## config.mk

```make
export PLATFORM = sky130hd
export DESIGN_NAME = dqs_tap_cal
export DESIGN_NICKNAME = d
export VERILOG_FILES = /design/src/rtl/dqs_cal_pkg.sv /design/src/rtl/dqs_cal_probe.sv /design/src/rtl/dqs_cal_window.sv /design/src/rtl/dqs_cal_seq.sv /design/src/rtl/dqs_tap_cal.sv
export SDC_FILE = /design/constraint.sdc
export NUM_CORES = 1
export LEC_CHECK = 0
export BUFFER_PORTS_ARGS = -buffer_cell sky130_fd_sc_hd__clkbuf_2
export CORE_MARGIN = 2
export CORE_UTILIZATION = 30
export DETAILED_ROUTE_END_ITERATION = 16
export GPL_TIMING_DRIVEN = 0
export PLACE_DENSITY_LB_ADDON = 0.3
export SYNTH_ARGS = -nofsm -noshare
export SYNTH_HDL_FRONTEND = slang
export SYNTH_SLANG_ARGS = --single-unit
```

## constraint.sdc

```tcl
create_clock -name clk -period 3.95 [get_ports clk]
set_clock_uncertainty 0.05 [all_clocks]
set_input_delay 0.79 -clock clk [delete_from_list [all_inputs] [get_ports clk]]
set_output_delay 0.79 -clock clk [all_outputs]
set_load 0.1 [all_outputs]
```

## src/rtl/dqs_cal_pkg.sv

```systemverilog
package dqs_cal_pkg;

  typedef enum logic [2:0] {
    S_IDLE,
    S_SET,
    S_WAIT,
    S_FINAL,
    S_DONE
  } cal_state_t;

endpackage

```

## src/rtl/dqs_cal_probe.sv

```systemverilog
// Runs one self-test per request: raises go, waits for done or a timeout,
// then reports a one-cycle verdict.
module dqs_cal_probe #(
  parameter int CNT_W       = 8,
  parameter int EXPECT_CNT  = 8,
  parameter int TIMEOUT_CYC = 64
) (
  input  logic             clk,
  input  logic             rst,
  input  logic             launch,
  input  logic             bist_done,
  input  logic [CNT_W-1:0] bist_count,
  output logic             bist_go,
  output logic             res_valid,
  output logic             res_pass
);

  localparam int TMR_W = (TIMEOUT_CYC > 1) ? $clog2(TIMEOUT_CYC) : 1;

  logic go_q;
  logic vld_q;
  logic pass_q;
  logic expired;

  generate
    if (TIMEOUT_CYC > 0) begin : g_tmo
      logic [TMR_W-1:0] tmr_q;
      always_ff @(posedge clk) begin
        if (rst || !go_q) tmr_q <= '0;
        else              tmr_q <= tmr_q + 1'b1;
      end
      assign expired = go_q && (tmr_q == TMR_W'(TIMEOUT_CYC - 1));
    end else begin : g_no_tmo
      assign expired = 1'b0;
    end
  endgenerate

  always_ff @(posedge clk) begin
    if (rst) begin
      go_q   <= 1'b0;
      vld_q  <= 1'b0;
      pass_q <= 1'b0;
    end else begin
      vld_q <= 1'b0;
      if (launch) begin
        go_q <= 1'b1;
      end else if (go_q && bist_done) begin
        go_q   <= 1'b0;
        vld_q  <= 1'b1;
        pass_q <= (bist_count == CNT_W'(EXPECT_CNT));
      end else if (expired) begin
        go_q   <= 1'b0;
        vld_q  <= 1'b1;
        pass_q <= 1'b0;
      end
    end
  end

  assign bist_go   = go_q;
  assign res_valid = vld_q;
  assign res_pass  = pass_q;

endmodule

```

## src/rtl/dqs_cal_window.sv

```systemverilog
// Tracks earliest and latest passing taps and the number of passes.
module dqs_cal_window #(
  parameter int TAP_W = 6
) (
  input  logic             clk,
  input  logic             rst,
  input  logic             clear,
  input  logic             hit,
  input  logic [TAP_W-1:0] hit_tap,
  output logic             any_pass,
  output logic [TAP_W-1:0] mid_tap
);

  logic [TAP_W-1:0] first_q;
  logic [TAP_W-1:0] last_q;
  logic             seen_q;
  logic [TAP_W:0]   cnt_q;
  logic [TAP_W:0]   span_sum;

  always_ff @(posedge clk) begin
    if (rst || clear) begin
      first_q <= '0;
      last_q  <= '0;
      seen_q  <= 1'b0;
      cnt_q   <= '0;
    end else if (hit) begin
      if (!seen_q) first_q <= hit_tap;
      last_q <= hit_tap;
      seen_q <= 1'b1;
      cnt_q  <= cnt_q + 1'b1;
    end
  end

  // Halving the (TAP_W+1)-bit sum keeps TAP_W bits, i.e. modulo the range.
  assign span_sum = {1'b0, first_q} + {1'b0, last_q};
  assign mid_tap  = span_sum[TAP_W:1];
  assign any_pass = (cnt_q != '0);

endmodule

```

## src/rtl/dqs_cal_seq.sv

```systemverilog
// Sweep sequencer: owns the tap index, the lane writes and the handshake.
module dqs_cal_seq
  import dqs_cal_pkg::*;
#(
  parameter int TAP_W = 6
) (
  input  logic             clk,
  input  logic             rst,
  input  logic             cal_start,
  input  logic [TAP_W-1:0] lane0_tap,
  input  logic             res_valid,
  input  logic             any_pass,
  input  logic [TAP_W-1:0] mid_tap,
  output logic             launch,
  output logic             clear,
  output logic [TAP_W-1:0] sweep_tap,
  output logic [TAP_W-1:0] tap_out,
  output logic             tap_wr,
  output logic             cal_busy,
  output logic             cal_done,
  output logic [TAP_W-1:0] result_tap
);

  localparam logic [TAP_W-1:0] TOP_TAP = {TAP_W{1'b1}};

  cal_state_t       state_q;
  logic [TAP_W-1:0] idx_q;
  logic [TAP_W-1:0] saved_q;
  logic [TAP_W-1:0] out_q;
  logic [TAP_W-1:0] res_q;
  logic             wr_q;
  logic             busy_q;
  logic             done_q;
  logic [TAP_W-1:0] final_tap;

  assign final_tap = any_pass ? mid_tap : saved_q;

  always_ff @(posedge clk) begin
    if (rst) begin
      state_q <= S_IDLE;
      idx_q   <= '0;
      saved_q <= '0;
      out_q   <= '0;
      res_q   <= '0;
      wr_q    <= 1'b0;
      busy_q  <= 1'b0;
      done_q  <= 1'b0;
    end else begin
      wr_q   <= 1'b0;
      done_q <= 1'b0;
      unique case (state_q)
        S_IDLE: begin
          if (cal_start) begin
            saved_q <= lane0_tap;
            idx_q   <= '0;
            out_q   <= '0;
            wr_q    <= 1'b1;
            busy_q  <= 1'b1;
            state_q <= S_SET;
          end
        end
        S_SET: begin
          state_q <= S_WAIT;
        end
        S_WAIT: begin
          if (res_valid) begin
            if (idx_q == TOP_TAP) begin
              state_q <= S_FINAL;
            end else begin
              idx_q   <= idx_q + 1'b1;
              out_q   <= idx_q + 1'b1;
              wr_q    <= 1'b1;
              state_q <= S_SET;
            end
          end
        end
        S_FINAL: begin
          out_q   <= final_tap;
          res_q   <= final_tap;
          wr_q    <= 1'b1;
          state_q <= S_DONE;
        end
        S_DONE: begin
          busy_q  <= 1'b0;
          done_q  <= 1'b1;
          state_q <= S_IDLE;
        end
        default: state_q <= S_IDLE;
      endcase
    end
  end

  assign launch     = (state_q == S_SET);
  assign clear      = (state_q == S_IDLE) && cal_start;
  assign sweep_tap  = idx_q;
  assign tap_out    = out_q;
  assign tap_wr     = wr_q;
  assign cal_busy   = busy_q;
  assign cal_done   = done_q;
  assign result_tap = res_q;

endmodule

```

## src/rtl/dqs_tap_cal.sv

```systemverilog
module dqs_tap_cal #(
  parameter int TAP_W       = 6,
  parameter int CNT_W       = 8,
  parameter int EXPECT_CNT  = 8,
  parameter int TIMEOUT_CYC = 64
) (
  input  logic             clk,
  input  logic             rst,
  input  logic             cal_start,
  input  logic [TAP_W-1:0] lane0_tap,
  output logic             cal_busy,
  output logic             cal_done,
  output logic [TAP_W-1:0] tap_out,
  output logic             tap_wr,
  output logic [TAP_W-1:0] result_tap,
  output logic             bist_go,
  input  logic             bist_done,
  input  logic [CNT_W-1:0] bist_count
);

  logic             launch;
  logic             clear;
  logic             res_valid;
  logic             res_pass;
  logic             any_pass;
  logic [TAP_W-1:0] mid_tap;
  logic [TAP_W-1:0] sweep_tap;

  dqs_cal_seq #(.TAP_W(TAP_W)) u_seq (
    .clk        (clk),
    .rst        (rst),
    .cal_start  (cal_start),
    .lane0_tap  (lane0_tap),
    .res_valid  (res_valid),
    .any_pass   (any_pass),
    .mid_tap    (mid_tap),
    .launch     (launch),
    .clear      (clear),
    .sweep_tap  (sweep_tap),
    .tap_out    (tap_out),
    .tap_wr     (tap_wr),
    .cal_busy   (cal_busy),
    .cal_done   (cal_done),
    .result_tap (result_tap)
  );

  dqs_cal_probe #(
    .CNT_W       (CNT_W),
    .EXPECT_CNT  (EXPECT_CNT),
    .TIMEOUT_CYC (TIMEOUT_CYC)
  ) u_probe (
    .clk        (clk),
    .rst        (rst),
    .launch     (launch),
    .bist_done  (bist_done),
    .bist_count (bist_count),
    .bist_go    (bist_go),
    .res_valid  (res_valid),
    .res_pass   (res_pass)
  );

  dqs_cal_window #(.TAP_W(TAP_W)) u_window (
    .clk      (clk),
    .rst      (rst),
    .clear    (clear),
    .hit      (res_valid && res_pass),
    .hit_tap  (sweep_tap),
    .any_pass (any_pass),
    .mid_tap  (mid_tap)
  );

endmodule

```

# After elaboration in Yosys (flattened, before gate mapping)
# Index checks and enable logic that the tools add are counted.
[word_totals] register_bits=59 inputBits=18 elab_cells=77
[classes] add_sub_neg=4 eq_ne=10 n_mux=23 bitwise_logic=2 reduce_logical=22
[ops] operator="$mux 6" count=4
[ops] operator="$pmux 6 s3" count=1
[ops] operator="$add 6x1->6 const B" count=2
[ops] operator="$eq 6x6->1 const B" count=2
[ops] operator="$pmux 3 s4" count=1
[ops] operator="$pmux 6 s2" count=1
[ops] operator="$mux 1" count=11
[ops] operator="$reduce_and 2->1" count=5
[ops] operator="$eq 8x4->1 const B" count=1
[ops] operator="$reduce_and 4->1" count=2
[ops] operator="$add 6x6->7" count=1
[ops] operator="$add 7x1->7 const B" count=1
[ops] operator="$reduce_bool 7->1" count=1
[ops] operator="$eq 3x2->1 const B" count=2
[ops] operator="$mux 3" count=2
[ops] operator="$reduce_bool 2->1" count=3
[ops] operator="$reduce_bool 3->1" count=2
[ops] operator="$logic_and 1x1->1" count=4
[ops] operator="$ne 2x2->1 const B" count=2
[ops] operator="$eq 3x1->1 const B" count=1
[ops] operator="$eq 3x3->1 const B" count=1
[ops] operator="$logic_not 3->1" count=1
[ops] operator="$pmux 1 s3" count=1
[ops] operator="$logic_or 1x1->1" count=2
[ops] operator="other kinds (6)" count=7

# Logic depth before layout (Yosys ltp)
# Gate-level depths: netlist of the first run.
[depth] ltp_word=5 mapped_depth=7 ltp_nobuf=7

# Hierarchy
# From an unflattened synthesis of the first run, not the netlist that was laid out.
[hier_totals] cells_unflattened=307 area_unflattened_um2=2776.4
[by_module_without_submodules] module="dqs_cal_seq" instances=1 cells_each=155 area_each_um2=1370.1 seq_area_each_um2=600.6
[by_module_without_submodules] module="dqs_cal_window" instances=1 cells_each=110 area_each_um2=1011.0 seq_area_each_um2=400.4
[by_module_without_submodules] module="dqs_cal_probe" instances=1 cells_each=41 area_each_um2=389.1 seq_area_each_um2=180.2
[by_module_without_submodules] module="dqs_tap_cal" instances=1 cells_each=1 area_each_um2=6.3 seq_area_each_um2=0.0

# Least setup slack after synthesis of the first run
# No wires, ideal clock.
[synth_timing] path_type="input port to flip-flop" from="input port cal_start" to="register u_seq.idx_q[0] (netlist: u_seq.sweep_tap[0])" arrival_ps=2004 slack_ps=1825 stages=6 n_path_buf=1 path_cell_list="nor4b_4 a21oi_2 nand2b_4 buf_6 or3_1 a21oi_1"
[synth_between] elab_chain_len=2
[synth_rtl] item="from (decl)" line="dqs_tap_cal.sv:9" source="input logic cal_start,"
[synth_rtl] item="$ne 2x2->1 (no source line)"
[synth_rtl] item="$reduce_and 4->1 (no source line)"
[synth_rtl] item="to (signal assigned)" line="dqs_cal_seq.sv:70" source="idx_q <= idx_q + 1'b1;"
[synth_rtl] item="to (decl)" line="dqs_cal_seq.sv:27" source="logic [TAP_W-1:0] idx_q;"
# Every way passes these cells.
# A chain may end at the register's enable or synchronous reset.

# Worst setup path in the final report of the first run
[layout_timing] from="register u_seq.idx_q[0] (netlist: u_seq.sweep_tap[0])" to="register u_seq.out_q[4] (netlist: u_seq.tap_out[4])"
[layout_between] elab_chain_len=4 elab_cells_between_ends=7 cone_classes="add/sub (1); eq/ne (2); mux (3); reduce/logical (1)"
[layout_rtl] item="$add 6x1->6" line="dqs_cal_seq.sv:71" source="out_q <= idx_q + 1'b1;"
[layout_rtl] item="$mux 6" line="dqs_cal_seq.sv:67" source="if (idx_q == TOP_TAP) begin"
[layout_rtl] item="$mux 6" line="dqs_cal_seq.sv:66" source="if (res_valid) begin"
[layout_rtl] item="$pmux 6 s3" line="dqs_cal_seq.sv:51" source="unique case (state_q)"
[layout_rtl] item="to (signal assigned)" line="dqs_cal_seq.sv:71"
[layout_rtl] item="to (signal assigned)" line="dqs_cal_seq.sv:78" source="out_q <= final_tap;"
[layout_rtl] item="to (decl)" line="dqs_cal_seq.sv:29" source="logic [TAP_W-1:0] out_q;"
# Several ways; a longest one is shown, not always the timed one. The select of a mux whose other input is x is not followed.

==> results of run 1 <==
==> through the flow <==
| step | utilization | hold slack, ps | power, uW | instance area, um2 |
|---|---|---|---|---|
| finish | 0.371 | 408 | 1440 | 3250 |
| global route | 0.371 | 427 | 1500 | 3250 |
| CTS | 0.371 | 411 | 1460 | 3250 |
| detailed placement | 0.344 | 388 | 782 | 3010 |
| global placement | 0.344 | 381 | 781 | 3010 |
| floorplan | - | 368 | 747 | 2720 |
==> cells by family (layout without fill, tap and decap cells) <==
| logic type | count (synthesis) | in the layout | synth area share |
|---|---|---|---|
| flops | 59 | 59 | 0.435 |
| buf+inv | 24 | 72 | 0.0396 |
| simple gates | 137 | 137 | 0.251 |
| mux | 8 | 8 | 0.0300 |
| fa+ha+maj | 10 | 10 | 0.0488 |
| xor+xnor | 13 | 13 | 0.0419 |
| compound gates | 71 | 71 | 0.153 |
==> worst min-delay path by stage <==
| stage | slack, ps | to | cells after the start | from |
|---|---|---|---|---|
| 6_report | 410 | u_seq.result_tap[1] | 2 | u_seq.result_tap[1] |
| 5_1_grt | 430 | u_window.first_q[5] | 2 | u_window.first_q[5] |
| 4_1_cts | 410 | u_seq.result_tap[5] | 2 | u_seq.result_tap[5] |
| 3_5_place_dp | 390 | u_probe.g_tmo.tmr_q[0] | 1 | u_probe.g_tmo.tmr_q[0] |
| 3_3_place_gp | 380 | u_probe.g_tmo.tmr_q[0] | 1 | u_probe.g_tmo.tmr_q[0] |
| 2_1_floorplan | 370 | u_probe.g_tmo.tmr_q[0] | 1 | u_probe.g_tmo.tmr_q[0] |
==> power breakdown <==
group	switching (uW)	total, uW	internal [uW]
clock	241	676	434
combinational	108	149	41.1
sequential	9.42	619	609
total	359	1440	1080
==> cell type report <==
| type | instances | area [um2] |
|---|---|---|
| well taps | 108 | 135 |
| clock inverters | 5 | 100 |
| flip-flops and latches | 59 | 1180 |
| multi-input cells | 239 | 1430 |
| repair buffers | 32 | 160 |
| inverters | 8 | 30.0 |
| clock buffers | 11 | 141 |
| plain buffers | 16 | 77.6 |
| fillers | 907 | 5510 |
==> worst max-delay path, delay by kind of cell (launching register included) <==
kind / cells / cell delay, ps
AOI/OAI and AO/OA: 2 / 260
and+or+nand+nor: 3 / 770
DFF: 1 / 490
buffers and inverters: 1 / 170
adders and majority gates: 1 / 260
==> metal layers <==
layer  up-vias  track usage  part of all wire
li1       1193            -                 -
met1      1104        0.170              0.48
met2        34        0.220              0.47
met3         8       0.0379             0.033
met4         0       0.0569             0.019
met5         -            0                 0
==> sequential cells by signal, indices dropped and copies added (netlist names), 3 cells and up <==
| register | flops |
|---|---|
| u_window.last_q | 6 |
| u_seq.saved_q | 6 |
| u_probe.g_tmo.tmr_q | 6 |
| u_seq.state_q | 3 |
| u_window.first_q | 6 |
| u_seq.sweep_tap | 6 |
| u_seq.tap_out | 6 |
| u_window.cnt_q | 7 |
| u_seq.result_tap | 6 |
==> cells in the final DEF, fill, tap and decap left out, drive strengths merged, types with 2 or more instances in the layout <==
master,n
dfxtp,59
nand2,54
clkbuf,54
nor2,35
a21oi,35
o21ai,17
ha,9
inv,8
nand3,8
xnor2,7
mux2i,7
xor2,6
a31oi,5
buf,5
and2,4
and3,4
nand3b,4
or3,4
nor2b,3
nor4,3
bufinv,3
nand2b,3
nor3,2
nand4,2
and3b,2
o21a,2
o211ai,2
a41oi,2
clkinv,2
or3b,2
nor3b,2
a221oi,2
==> impl_metrics.csv, run 1 <==
group,metric,value,unit
floorplanning,die_h,99.1,um
yosys,post_synth_num_cell_types,51,
final_layout,area.growth.synth_to_final,19.8,%
clock_tree,postCtsSetupRepairBufs,0,
global_route,number_of_global_route_vias_before_repair,2232,
floorplanning,floorplan.io_pins,34,
clock_tree,worst_setup_hold_path_clk_slew,70,ps
floorplanning,total_number_of_placement_rows,34,
final_layout,insertedDiodeCount,0,
placement,post_detail_place_hpwl,4660,um
placement,numPortBuffers,32,
yosys,synthesized_cell_area,2720,um2
critical_path,critPathSlowestCell,"sky130_fd_sc_hd__dfxtp_1",
global_route,grt_overflow_total,0,
flow_run,maxCapViolCount,0,
timing,final_period_minus_worst_setup_slack,2120,ps
critical_path,regToRegSetupSlack,1830,ps
critical_path,critical_path.max_stage_delay,490,ps
timing,grt_setup_unrepaired,"no",
global_route,grt_antenna_before_repair,0,
clock_tree,ctsHtreeMaxLevel,3,
clock_tree,clkLatencyLatePin,340,ps
clock_tree,clock_sink_count,59,
clock_tree,maximum_buffer_depth_of_the_clock_tree,2,
yosys,synth-edff-count,0,
drt,drt_drc_violations_left,0,
placement,place.detailed.instances,462,
critical_path,worstReg2RegStart,"u_seq.sweep_tap[0]",
yosys,yosysMostFrequentCell,"sky130_fd_sc_hd__dfxtp_1",
timing,timing.final.setup_violations,0,
critical_path,path_cells,"ha_1 -> nand3_1 -> or3_4 -> and2_1 -> buf_2 -> o221ai_1 -> a21oi_1",
yosys,synthCells,322,
yosys,synth.net_count,350,
critical_path,critPathLaunch,"u_seq.sweep_tap[0]",
timing,slew_hr,0.513,
global_route,globalRouteTotalUtil,0.136,
floorplanning,floorplan.die_area,9830,um2
critical_path,critPathMaxFanout,8,
drt,dr_total_vias,2339,
critical_path,critical_path.reg2reg.endpoint,"u_seq.tap_out[4]",
floorplanning,fp.dieW,99.1,um
critical_path,crit_path_required_time,4130,ps
timing,worst-slew-pin-transition,728,ps
critical_path,sort_of_element_at_the_start_of_the_critical_path,"flip-flop",
drt,drt_iter0_markers,88,
floorplanning,initial_utilization,0.310,
outcome,outcome,"completed",
global_route,grt_start_max_net_pins,11,
drt,detail_route.vias_per_cell,4.89,
yosys,top_cells_by_area_synth,"sky130_fd_sc_hd__dfxtp_1 44%, sky130_fd_sc_hd__nand2_1 7.5%, sky130_fd_sc_hd__a21oi_1 6.3%",
floorplanning,core,8760,um2
yosys,synth_top_area_cell,"sky130_fd_sc_hd__dfxtp_1",
pwr,powerDensity,444,nW/um2
critical_path,timing.critical_path.to_type,"flip-flop",
critical_path,crit_arrival,2290,ps
final_layout,nets,393,
yosys,dominantRegCellSynth,"sky130_fd_sc_hd__dfxtp_1",
yosys,yosysSeqAreaShare,0.435,
drt,post_drt_wl_per_cell,13.1,um
clock_tree,cts_tree,"yes",
pwr,static-leakage-power,0.00125,uW
timing,min_period_over_period,0.536,
timing,fmaxAchievable,473,MHz
clock_tree,ctsRootBufferMaster,"sky130_fd_sc_hd__clkbuf_8",
yosys,synthesis.area_per_instance,8.43,um2
drt,dr.pass1.iters,4,
worst_hold_path,min-delay-path-class,"flip-flop to flip-flop",
critical_path,setup.worst_path.end,"u_seq.tap_out[4]",
critical_path,setup.worst_path.class,"flip-flop to flip-flop",
timing,setup_ws,1830,ps
final_layout,count_of_placed_standard_cells_in_the_final_layout_fillers_left_out,478,
drt,drtAntennaViolNets,0,
final_layout,layout-drive-gt1-share,0.168,
global_route,wire_length_of_the_first_global_routing_pass,10600,um
pwr,peakVddDrop,0.000134,V
yosys,ys_seq_elements,59,
placement,placement.setup.worst_slack,1490,ps
timing,final_max_slew_viol_count,0,
yosys,post_synth_most_frequent_cells,"59 x sky130_fd_sc_hd__dfxtp_1, 54 x sky130_fd_sc_hd__nand2_1, 35 x sky130_fd_sc_hd__nor2_1, 34 x sky130_fd_sc_hd__a21oi_1, 17 x sky130_fd_sc_hd__o21ai_0",
yosys,synth.yosys.warnings,0,
clock_tree,numCtsBuffers,9,
clock_tree,cts.hold.buffers_added,0,
timing,setup_tns,0,ps
drt,postRouteWirelength,6280,um
placement,gp_congestion,0.761,
timing,hold_viol,0,
critical_path,number_of_cell_instances_on_the_worst_register_to_register_path,7,
clock_tree,cts-resized-gates,0,
yosys,ys_async_sr_fraction,0,
yosys,synth_top_cell_area_share,0.435,
No activity file was read; power rests on OpenSTA's default activity.
==> inputs of run 2 (changes only) <==
clock period = 1.95 ns   (was 3.95 ns; I/O delays follow)
==> run 2 against run 1 <==
Compared with the run above: worst hold slack worse by 170 ps; wire length up 3.5%; total power up 110%; clock power up 100%; sequential power up 100%; critical endpoint unchanged; highest routed layer unchanged.
==> impl_metrics.csv, run 2 (synthesized netlist as in run 1, its figures left out) <==
group,metric,value,unit
final_layout,flip_flop_count_of_the_largest_register_after_layout,7,
placement,placement.setup.worst_slack,-123,ps
clock_tree,clkLatencyLatePin,340,ps
pwr,pwr-share-clk,0.464,
floorplanning,core,8760,um2
clock_tree,worst_setup_hold_path_clk_slew,70,ps
floorplanning,initial_utilization,0.310,
critical_path,sort_of_element_at_the_start_of_the_critical_path,"flip-flop",
global_route,wire_length_of_the_first_global_routing_pass,10700,um
clock_tree,ctsHtreeMaxLevel,3,
floorplanning,fp.dieW,99.1,um
timing,fmaxAchievable,521,MHz
drt,detail_route.vias_per_cell,4.97,
final_layout,postLayoutCellArea,3370,um2
critical_path,crit_arrival,2100,ps
final_layout,nets,396,
final_layout,insertedDiodeCount,0,
final_layout,layout_commonest_cell,"sky130_fd_sc_hd__nand2_1",
timing,hold_viol,0,
pwr,net_switching_share_of_the_total_power,0.252,
pwr,net-switching-power,747,uW
timing,final_max_slew_viol_count,0,
drt,dr.pass1.iters,5,
critical_path,path_cells,"buf_6 -> or3b_4 -> or3_4 -> and2_1 -> buf_6 -> o221ai_2 -> a21oi_1",
global_route,globalRouteTotalUtil,0.138,
placement,numPortBuffers,32,
drt,drt_drc_violations_left,0,
global_route,grt_antenna_before_repair,0,
global_route,grt_overflow_total,0,
floorplanning,floorplan.io_pins,34,
worst_hold_path,min-delay-path-class,"primary input to flip-flop",
timing,slew_hr,0.638,
global_route,number_of_global_route_vias_before_repair,2254,
flow_run,maxCapViolCount,0,
timing,timing.final.setup_violations,0,
floorplanning,floorplan.die_area,9830,um2
global_route,grt_start_max_net_pins,11,
timing,min_period_over_period,0.984,
critical_path,worst-path-buf-inv,2,
clock_tree,maximum_buffer_depth_of_the_clock_tree,2,
final_layout,layout-drive-gt1-share,0.239,
pwr,peakVddDrop,0.000265,V
final_layout,num-fill-cells,901,
clock_tree,cts.hold.buffers_added,0,
final_layout,multi_input_comb_area,1490,um2
drt,postRouteWirelength,6490,um
final_layout,area.growth.synth_to_final,24.2,%
timing,setup_ws,30.4,ps
final_layout,ff_latch_area,1190,um2
drt,drtAntennaViolNets,0,
timing,worst-slew-pin-transition,546,ps
outcome,outcome,"completed",
final_layout,top_register,"u_window.cnt_q",
critical_path,most_used_cell_cp,"sky130_fd_sc_hd__buf_6",
critical_path,setup.worst_path.class,"flip-flop to flip-flop",
drt,post_drt_wl_per_cell,13.5,um
pwr,static-leakage-power,0.00129,uW
placement,placedInstanceArea,3010,um2
pwr,internal-power,2220,uW
pwr,share_comb_of_total_power,0.114,
pwr,power_frac_seq,0.422,
clock_tree,cts_tree,"yes",
critical_path,critical_path.max_stage_delay,410,ps
critical_path,crit_family,"simple AND/OR/NAND/NOR gates",
clock_tree,ctsRootBufferMaster,"sky130_fd_sc_hd__clkbuf_8",
critical_path,crit_path_required_time,2130,ps
drt,drt_iter0_markers,91,
clock_tree,numCtsBuffers,9,
critical_path,critPathSlowestCell,"sky130_fd_sc_hd__or3b_4",
floorplanning,die_h,99.1,um
floorplanning,total_number_of_placement_rows,34,
final_layout,utilization,0.385,
timing,worst_hold_slack_across_all_endpoints,234,ps
placement,post_detail_place_hpwl,4660,um
clock_tree,clock_sink_count,59,
timing,final_period_minus_worst_setup_slack,1920,ps
drt,dr_total_vias,2391,
final_layout,layout_common_cells,"54 x sky130_fd_sc_hd__nand2_1, 53 x sky130_fd_sc_hd__dfxtp_1, 35 x sky130_fd_sc_hd__clkbuf_2",
placement,gp_congestion,0.761,
pwr,powerDensity,879,nW/um2
critical_path,critPathMaxFanout,10,
critical_path,timing.critical_path.to_type,"flip-flop",
[run 2: per-layer routing]
layer,GRT usage,vias to the layer above,share of wire,routed length [um]
met3,0.0379,10,0.035,227
met5,0,-,0,0
met4,0.0569,0,0.018,114
li1,-,1203,-,-
met1,0.174,1141,0.48,3090
met2,0.223,37,0.47,3060
[run 2: power by group through the flow]
stage	clock network [uW]	logic (uW)	registers (uW)
2_1_floorplan	0	130	1380
4_1_cts	1400	315	1250
3_3_place_gp	0	302	1280
3_5_place_dp	0	304	1280
6_report	1380	337	1250
5_1_grt	1460	360	1260
[run 2: tightest hold or removal path, delay by kind of cell]
kind / cells / cell delay [ps]
mux: 1 / 50
buf+inv: 1 / 70
simple gates: 1 / 70
[run 2: layout make-up]
class,instances,share of cell area
Buffer,14,0.0256
Clock buffer,11,0.0419
Multi-Input combinational cell,239,0.441
Tap cell,108,0.0401
Timing Repair Buffer,37,0.0586
Inverter,8,0.00890
Sequential cell,59,0.354
Clock inverter,5,0.0297
[run 2: what timing repair did]
action	in CTS	in global routing
buffers inserted	2	3
endpoints found under the hold margin	0	0
pin swaps	1	7
resized for setup	10	31
setup endpoints to repair	31	34
[run 2: worst paths after layout]
path	startpoint	endpoint	slack, ps	cells after the start
worst min-delay path	lane0_tap[4]	u_seq.saved_q[4]	230	3
worst max-delay path	u_seq.state_q[0]	u_seq.tap_out[4]	30	7
worst min register to register	u_seq.result_tap[1]	u_seq.result_tap[1]	410	2
worst max register to register	u_seq.state_q[0]	u_seq.tap_out[4]	30	7
[run 2: through the flow]
stage / TNS (ps) / std cells / total power, uW
2_1_floorplan: 0 / 322 / 1510
3_5_place_dp: -1380 / 462 / 1580
4_1_cts: -1150 / 479 / 2960
6_report: 0 / 481 / 2970
5_1_grt: -4.84 / 481 / 3070
3_3_place_gp: -862 / 462 / 1580
